[config.mk]
export PLATFORM = sky130hd
export DESIGN_NAME = nonpcm_burst_detect
export DESIGN_NICKNAME = d
export VERILOG_FILES = /design/src/rtl/nonpcm_pkg.sv /design/src/rtl/nonpcm_datapath.sv /design/src/rtl/nonpcm_control.sv /design/src/rtl/nonpcm_burst_detect.sv
export SDC_FILE = /design/constraint.sdc
export NUM_CORES = 1
export LEC_CHECK = 0
export ABC_AREA = 1
export BUFFER_PORTS_ARGS = -buffer_cell sky130_fd_sc_hd__buf_2
export CAP_MARGIN = 25
export CORE_ASPECT_RATIO = 1.4
export CORE_UTILIZATION = 57
export CTS_CLUSTER_DIAMETER = 50
export DETAILED_ROUTE_END_ITERATION = 7
export PLACE_DENSITY_LB_ADDON = 0.08
export SLEW_MARGIN = 0
export SYNTH_ARGS = -nofsm -noshare
export SYNTH_HDL_FRONTEND = slang
export SYNTH_SLANG_ARGS = --single-unit
[constraint.sdc]
create_clock -name clk -period 2.6 [get_ports clk]
set_clock_uncertainty 0.1 [all_clocks]
set_input_delay 0.52 -clock clk [delete_from_list [all_inputs] [get_ports clk]]
set_output_delay 0.52 -clock clk [all_outputs]
set_load 0.05 [all_outputs]
[src/rtl/nonpcm_pkg.sv]
package nonpcm_pkg;

  // Classification of the current subframe, produced by the datapath
  typedef struct packed {
    logic isZero;
    logic isSyncA;
    logic isSyncB;
    logic zeroRunOk;
    logic holdActive;
  } dpFlags_t;

  // Strobes issued by the control toward the datapath
  typedef struct packed {
    logic zeroInc;
    logic zeroClr;
    logic holdLoad;
  } ctrlStrobes_t;

  typedef enum logic {
    ST_IDLE  = 1'b0,
    ST_ARMED = 1'b1
  } seqState_t;

endpackage

[src/rtl/nonpcm_datapath.sv]
module nonpcm_datapath
  import nonpcm_pkg::*;
#(
  parameter int          WORD_W      = 24,
  parameter int          CMP_W       = 16,
  parameter logic [15:0] SYNC_A      = 16'hF872,
  parameter logic [15:0] SYNC_B      = 16'h4E1F,
  parameter int          MIN_ZERO    = 4,
  parameter int          HOLD_FRAMES = 4096
) (
  input  logic              clk,
  input  logic              rstN,
  input  logic [WORD_W-1:0] sampleWord,
  input  logic              frameStrobe,
  input  ctrlStrobes_t      strb,
  output dpFlags_t          flags
);

  localparam int ZERO_W = $clog2(MIN_ZERO + 1);
  localparam int HOLD_W = $clog2(HOLD_FRAMES + 1);
  localparam logic [ZERO_W-1:0] ZERO_MAX = ZERO_W'(MIN_ZERO);
  localparam logic [HOLD_W-1:0] HOLD_MAX = HOLD_W'(HOLD_FRAMES);

  logic [CMP_W-1:0]  topField;
  logic [ZERO_W-1:0] zeroRun;
  logic [HOLD_W-1:0] holdCnt;

  // Upper field only; a narrower word is used as-is
  generate
    if (WORD_W > CMP_W) begin : g_slice
      assign topField = sampleWord[WORD_W-1 -: CMP_W];
    end else begin : g_full
      assign topField = CMP_W'(sampleWord);
    end
  endgenerate

  assign flags.isZero     = (topField == '0);
  assign flags.isSyncA    = (topField == CMP_W'(SYNC_A));
  assign flags.isSyncB    = (topField == CMP_W'(SYNC_B));
  assign flags.zeroRunOk  = (zeroRun == ZERO_MAX);
  assign flags.holdActive = (holdCnt != '0);

  // Saturating zero-run counter
  always_ff @(posedge clk or negedge rstN) begin
    if (!rstN) begin
      zeroRun <= '0;
    end else if (strb.zeroClr) begin
      zeroRun <= '0;
    end else if (strb.zeroInc && zeroRun != ZERO_MAX) begin
      zeroRun <= zeroRun + 1'b1;
    end
  end

  // Frame-based hold timer
  always_ff @(posedge clk or negedge rstN) begin
    if (!rstN) begin
      holdCnt <= '0;
    end else if (strb.holdLoad) begin
      holdCnt <= HOLD_MAX;
    end else if (frameStrobe && holdCnt != '0) begin
      holdCnt <= holdCnt - 1'b1;
    end
  end


  zero_sat_chk: assert property (@(posedge clk) disable iff (!rstN)
    zeroRun <= ZERO_MAX);


  hold_reload_chk: assert property (@(posedge clk) disable iff (!rstN)
    strb.holdLoad |=> holdCnt == HOLD_MAX);


  hold_step_chk: assert property (@(posedge clk) disable iff (!rstN)
    (frameStrobe && !strb.holdLoad && holdCnt != '0)
      |=> holdCnt == $past(holdCnt) - HOLD_W'(1));


  hold_still_chk: assert property (@(posedge clk) disable iff (!rstN)
    (!frameStrobe && !strb.holdLoad) |=> $stable(holdCnt));

endmodule

[src/rtl/nonpcm_control.sv]
module nonpcm_control
  import nonpcm_pkg::*;
(
  input  logic         clk,
  input  logic         rstN,
  input  logic         subStrobe,
  input  dpFlags_t     flags,
  output ctrlStrobes_t strb
);

  seqState_t state, nextState;

  always_comb begin
    strb      = '0;
    nextState = state;
    if (subStrobe) begin
      if (state == ST_ARMED && flags.isSyncB) begin
        strb.holdLoad = 1'b1;
        strb.zeroClr  = 1'b1;
        nextState     = ST_IDLE;
      end else if (flags.isSyncA && flags.zeroRunOk) begin
        strb.zeroClr = 1'b1;
        nextState    = ST_ARMED;
      end else begin
        nextState = ST_IDLE;
        if (flags.isZero) strb.zeroInc = 1'b1;
        else              strb.zeroClr = 1'b1;
      end
    end
  end

  always_ff @(posedge clk or negedge rstN) begin
    if (!rstN) state <= ST_IDLE;
    else       state <= nextState;
  end


  load_needs_arm_chk: assert property (@(posedge clk) disable iff (!rstN)
    strb.holdLoad |-> state == ST_ARMED);


  idle_quiet_chk: assert property (@(posedge clk) disable iff (!rstN)
    !subStrobe |=> $stable(state));


  arm_needs_run_chk: assert property (@(posedge clk) disable iff (!rstN)
    $rose(state == ST_ARMED) |-> $past(flags.zeroRunOk && flags.isSyncA));

endmodule

[src/rtl/nonpcm_burst_detect.sv]
module nonpcm_burst_detect
  import nonpcm_pkg::*;
#(
  parameter int WORD_W      = 24,
  parameter int MIN_ZERO    = 4,
  parameter int HOLD_FRAMES = 4096
) (
  input  logic              clk,
  input  logic              rstN,
  input  logic [WORD_W-1:0] sampleWord,
  input  logic              subStrobe,
  input  logic              frameStrobe,
  input  logic              nonAudioFlag,
  output logic              dataPresent
);

  dpFlags_t     flags;
  ctrlStrobes_t strb;

  nonpcm_datapath #(
    .WORD_W(WORD_W), .CMP_W(16), .SYNC_A(16'hF872), .SYNC_B(16'h4E1F),
    .MIN_ZERO(MIN_ZERO), .HOLD_FRAMES(HOLD_FRAMES)
  ) dp_i (
    .clk(clk), .rstN(rstN), .sampleWord(sampleWord),
    .frameStrobe(frameStrobe), .strb(strb), .flags(flags)
  );

  nonpcm_control ctl_i (
    .clk(clk), .rstN(rstN), .subStrobe(subStrobe),
    .flags(flags), .strb(strb)
  );

  assign dataPresent = nonAudioFlag | flags.holdActive;


  flag_pass_chk: assert property (@(posedge clk) disable iff (!rstN)
    nonAudioFlag |-> dataPresent);


  hit_raises_chk: assert property (@(posedge clk) disable iff (!rstN)
    strb.holdLoad |=> dataPresent);

endmodule

==> metrics.md <==
| Metric | Value |
|---|---|
| Fraction of power consumed by sequential logic | `0.405` |
| Sink Count | `17` |
| Initial standard-cell utilization of the core | `0.619` |
| Nets in the synthesized netlist | `between 200 and 250` |
| Critical register-to-register path endpoint | `dp_i.holdCnt[4]$_DFFE_PN0P_` |
| Setup repair after global routing missed its margin | `false` |
| Worst setup SP type | `flip-flop` |
| Top_reg_cell synth | `sky130_fd_sc_hd__dfrtp_1` |
| Count of fill cells added during filler insertion | `between 150 and 200` |
| Total non-filler cell area in the finished layout | `1410 µm²` |
| Count of warnings emitted by yosys | `0` |
| Net Sw Frac | `0.446` |
| Data required, critical path | `1980 ps` |
| Std-Cell Core Area | `2020 µm²` |
| Clock network power share | `0.125` |
| CP Capture Type | `output port` |
| # Post-CTS Setup Buffers | `0` |
| Total Nets Final | `approximately 240` |
| Bufs on Longest Clock Path | `2` |
| DRC violations left | `0` |
| Ys async rst share | `1.00` |
| Number of enable-type register cells in the synthesized netlist | `0` |
| Post-DRT Antenna Nets | `0` |
| Leakage power | `around 0.78 nW` |
| Via count of the first global-routing pass | `1161` |
| Final TNS setup | `0 ps` |
| Final weighted congestion in routability-driven placement | `0.856` |
| Origin of the worst setup path | `dp_i.holdCnt[5]$_DFFE_PN0P_` |
| Number of vias after detailed routing | `between 1000 and 1500` |
| Worst Hold Slack | `29.0 ps` |
| Data arrival time at the worst-slack endpoint | `1680 ps` |
| Number of cells produced by synthesis | `185` |
| Max Cap Viol | `0` |
| Die Height | `57.4 µm` |
| Number of failing hold endpoints at the final stage | `0` |
| Clock tree from TritonCTS | `done` |
| Number of standard cells in the layout, taps in and fillers out | `231` |
| Synth cell types | `24` |
| Crit path setup slack, layout | `about 300 ps` |
| Worst hold path class | `input pin to async pin` |
| Highest Clock Rate | `434 MHz` |
| Fraction of final layout cells sized beyond drive strength 1 | `0.171` |
| Worst reg2reg startpoint | `dp_i.holdCnt[5]$_DFFE_PN0P_` |
| Antenna violations before repair | `0` |
| Main area contributors after synthesis | `sky130_fd_sc_hd__dfrtp_1 (34%), sky130_fd_sc_hd__nand2_1 (17%), sky130_fd_sc_hd__nor2_1 (7.8%)` |
| Portion of the post-synthesis area used by sequential elements | `0.340` |
| Peak supply drop | `a little over 500 µV` |
| Worst Reg2Reg Path Length in Cells | `8` |
| Number of gates resized after CTS | `0` |
| Total routing resource utilization after global routing | `0.254` |
| Logic pwr share | `0.470` |
| Crit Path Max Fanout | `5` |
| Wire length reported by the detailed router | `2.68 mm` |
| Placed insts | `roughly 230` |
| Result of the run | `finished clean` |
| Detailed-placement wirelength estimate | `2.09 mm` |
| Total placed instance area | `1380 µm²` |
| Type of the worst setup path | `flip-flop to output port` |
| Placement Setup Slack | `approximately 650 ps` |
| Row count | `19` |
| Number of search-and-repair iterations in the first detailed-routing pass | `4` |
| Vias per inst | `~5.3` |
| Insertion delay of the later-clocked pin in the worst-skew pair | `290 ps` |
| Post-detailed-route wirelength per cell | `11.6 µm` |
| Clock tree root driver cell | `sky130_fd_sc_hd__clkbuf_4` |
| Share of the synthesized area in the top cell type | `0.340` |
| Pwr per Cell Area | `802 nW/µm²` |
| Post-layout total power | `1.13 mW` |
| Global-route wire length before repair | `4.74 mm` |
| Internal Pwr Total | `0.626 mW` |
| Netlist Area Pre-Place | `~1200 µm²` |
| Area overhead of the layout relative to synthesis | `12.7%` |
| R2R Setup Slk | `1060 ps` |
| Number of inserted diodes | `0` |
| Count of endpoints failing setup in the final report | `0` |
| Largest net degree at the start of global routing | `18` |
| Net Switching | `between 0.5 and 0.6 mW` |
| Ratio of final minimum period to clock period | `0.886` |
| Area of combinational cells with multiple inputs | `726 µm²` |
| Min Tclk post-route | `2300 ps` |
| Mean instance size in the synthesized netlist | `6.76 µm²` |
| H-tree lvl count | `1` |
| Storage element area | `425 µm²` |
| Port bufs | `21` |
| Slew margin rel. | `0.754` |
| Number of synthesized register bits | `17` |
| Final max-slew violation count | `0` |
| Final cell utilization of the core | `0.697` |
| Slew at the pin closest to its max-slew limit | `369 ps` |
| Post-CTS clock slew at the launch and capture registers of the worst setup and hold paths | `100 ps` |
| Cell accounting for the most synthesized area | `sky130_fd_sc_hd__dfrtp_1` |
| Count of routing violations after the opening detailed-route iteration | `47` |
| Die W | `41.6 µm` |
| TritonCTS Buffers | `3` |
| Count of pins on the block boundary | `30` |
| DIE AREA | `between 2000 and 2500 µm²` |
| Number of buffers inserted by hold repair at cts | `0` |
| Remaining Overflow, GRT | `0` |
-- how the worst max path moves through the flow --
stage | endpoint | slack, ps
floorplan | dataPresent | 760
detailed placement | dataPresent | 650
finish | dataPresent | 300
global route | dataPresent | 190
CTS | dataPresent | 320
global placement | dataPresent | 660
-- critical path, stage by stage (launching register included) --
cell and delay, ps:
sky130_fd_sc_hd__dfrtp_1 440, sky130_fd_sc_hd__nor2_2 200, sky130_fd_sc_hd__nand2_1 110, sky130_fd_sc_hd__nor2_2 150, sky130_fd_sc_hd__nand2_2 90, sky130_fd_sc_hd__or2_1 200
sky130_fd_sc_hd__buf_2 210
-- registers in the layout, summed over array words and instances (netlist names) --
| name | flops |
|---|---|
| ctl_i.state | 1 |
| dp_i.holdCnt | 13 |
| dp_i.zeroRun | 3 |
-- per-layer routing --
layer | routed length, µm | track usage
met1 | 1110 | 0.287
met2 | 1440 | 0.480
met5 | 0 | 0
met4 | 34 | 0.0829
met3 | 91 | 0.0380
-- synthesized netlist by cell type (2+ instances only) --
| library cell | n |
|---|---|
| sky130_fd_sc_hd__a21oi_1 | 3 |
| sky130_fd_sc_hd__dfrtp_1 | 17 |
| sky130_fd_sc_hd__ha_1 | 4 |
| sky130_fd_sc_hd__inv_1 | 22 |
| sky130_fd_sc_hd__inv_2 | 2 |
| sky130_fd_sc_hd__nand2_1 | 57 |
| sky130_fd_sc_hd__nand2_4 | 2 |
| sky130_fd_sc_hd__nand3_1 | 18 |
| sky130_fd_sc_hd__nand3b_1 | 6 |
| sky130_fd_sc_hd__nand4_1 | 7 |
| sky130_fd_sc_hd__nor2_1 | 26 |
| sky130_fd_sc_hd__nor2_2 | 3 |
| sky130_fd_sc_hd__o21ai_1 | 2 |
| sky130_fd_sc_hd__xor2_1 | 6 |
-- placed cells by master (no fill, tap or decap) --
| cell | count |
|---|---|
| sky130_fd_sc_hd__nand2_2 | 1 |
| sky130_fd_sc_hd__nor3_1 | 1 |
| sky130_fd_sc_hd__nand2_1 | 57 |
| sky130_fd_sc_hd__clkinv_4 | 1 |
| sky130_fd_sc_hd__o21a_1 | 1 |
| sky130_fd_sc_hd__nand4_1 | 7 |
| sky130_fd_sc_hd__nor2_1 | 26 |
| sky130_fd_sc_hd__clkbuf_4 | 3 |
| sky130_fd_sc_hd__a21oi_1 | 3 |
| sky130_fd_sc_hd__buf_2 | 21 |
| sky130_fd_sc_hd__o21ai_0 | 1 |
| sky130_fd_sc_hd__nand3_2 | 1 |
| sky130_fd_sc_hd__and2_1 | 1 |
| sky130_fd_sc_hd__ha_1 | 4 |
| sky130_fd_sc_hd__inv_2 | 2 |
| sky130_fd_sc_hd__nand3b_1 | 6 |
| sky130_fd_sc_hd__nand4_2 | 1 |
| sky130_fd_sc_hd__xor2_1 | 6 |
| sky130_fd_sc_hd__clkinv_2 | 1 |
| sky130_fd_sc_hd__nand2_4 | 2 |
| sky130_fd_sc_hd__inv_1 | 22 |
| sky130_fd_sc_hd__nor3b_1 | 1 |
| sky130_fd_sc_hd__or2_1 | 1 |
| sky130_fd_sc_hd__dfrtp_1 | 17 |
| sky130_fd_sc_hd__o21ai_1 | 2 |
| sky130_fd_sc_hd__nor2_2 | 3 |
| sky130_fd_sc_hd__nand3_1 | 18 |
-- power by group through the flow --
stage	logic, mW	clock network (mW)	registers (mW)
after floorplan	0.422	0	0.438
after global placement	0.502	0	0.458
after detailed placement	0.524	0	0.458
after CTS	0.526	0.144	0.457
after global routing	0.611	0.156	0.472
final	0.531	0.141	0.458
-- cells by family after synthesis --
group	share of synthesized area
AND/OR/NAND/NOR	0.468
buffers and inverters	0.0791
flip-flops	0.340
AO/OA/AOI/OAI	0.0300
XOR/XNOR	0.0420
adder cells (fa/ha/maj)	0.0400
-- final cells by class --
cell class / count / share of cell area
timing repair buffer: 21 / 0.0746
inverter: 25 / 0.0702
tap: 21 / 0.0187
clock buffer: 3 / 0.0160
sequential: 17 / 0.302
multi-input combinational: 143 / 0.515
clock inverter: 1 / 0.00355
Power figures use the tool's default switching activity.
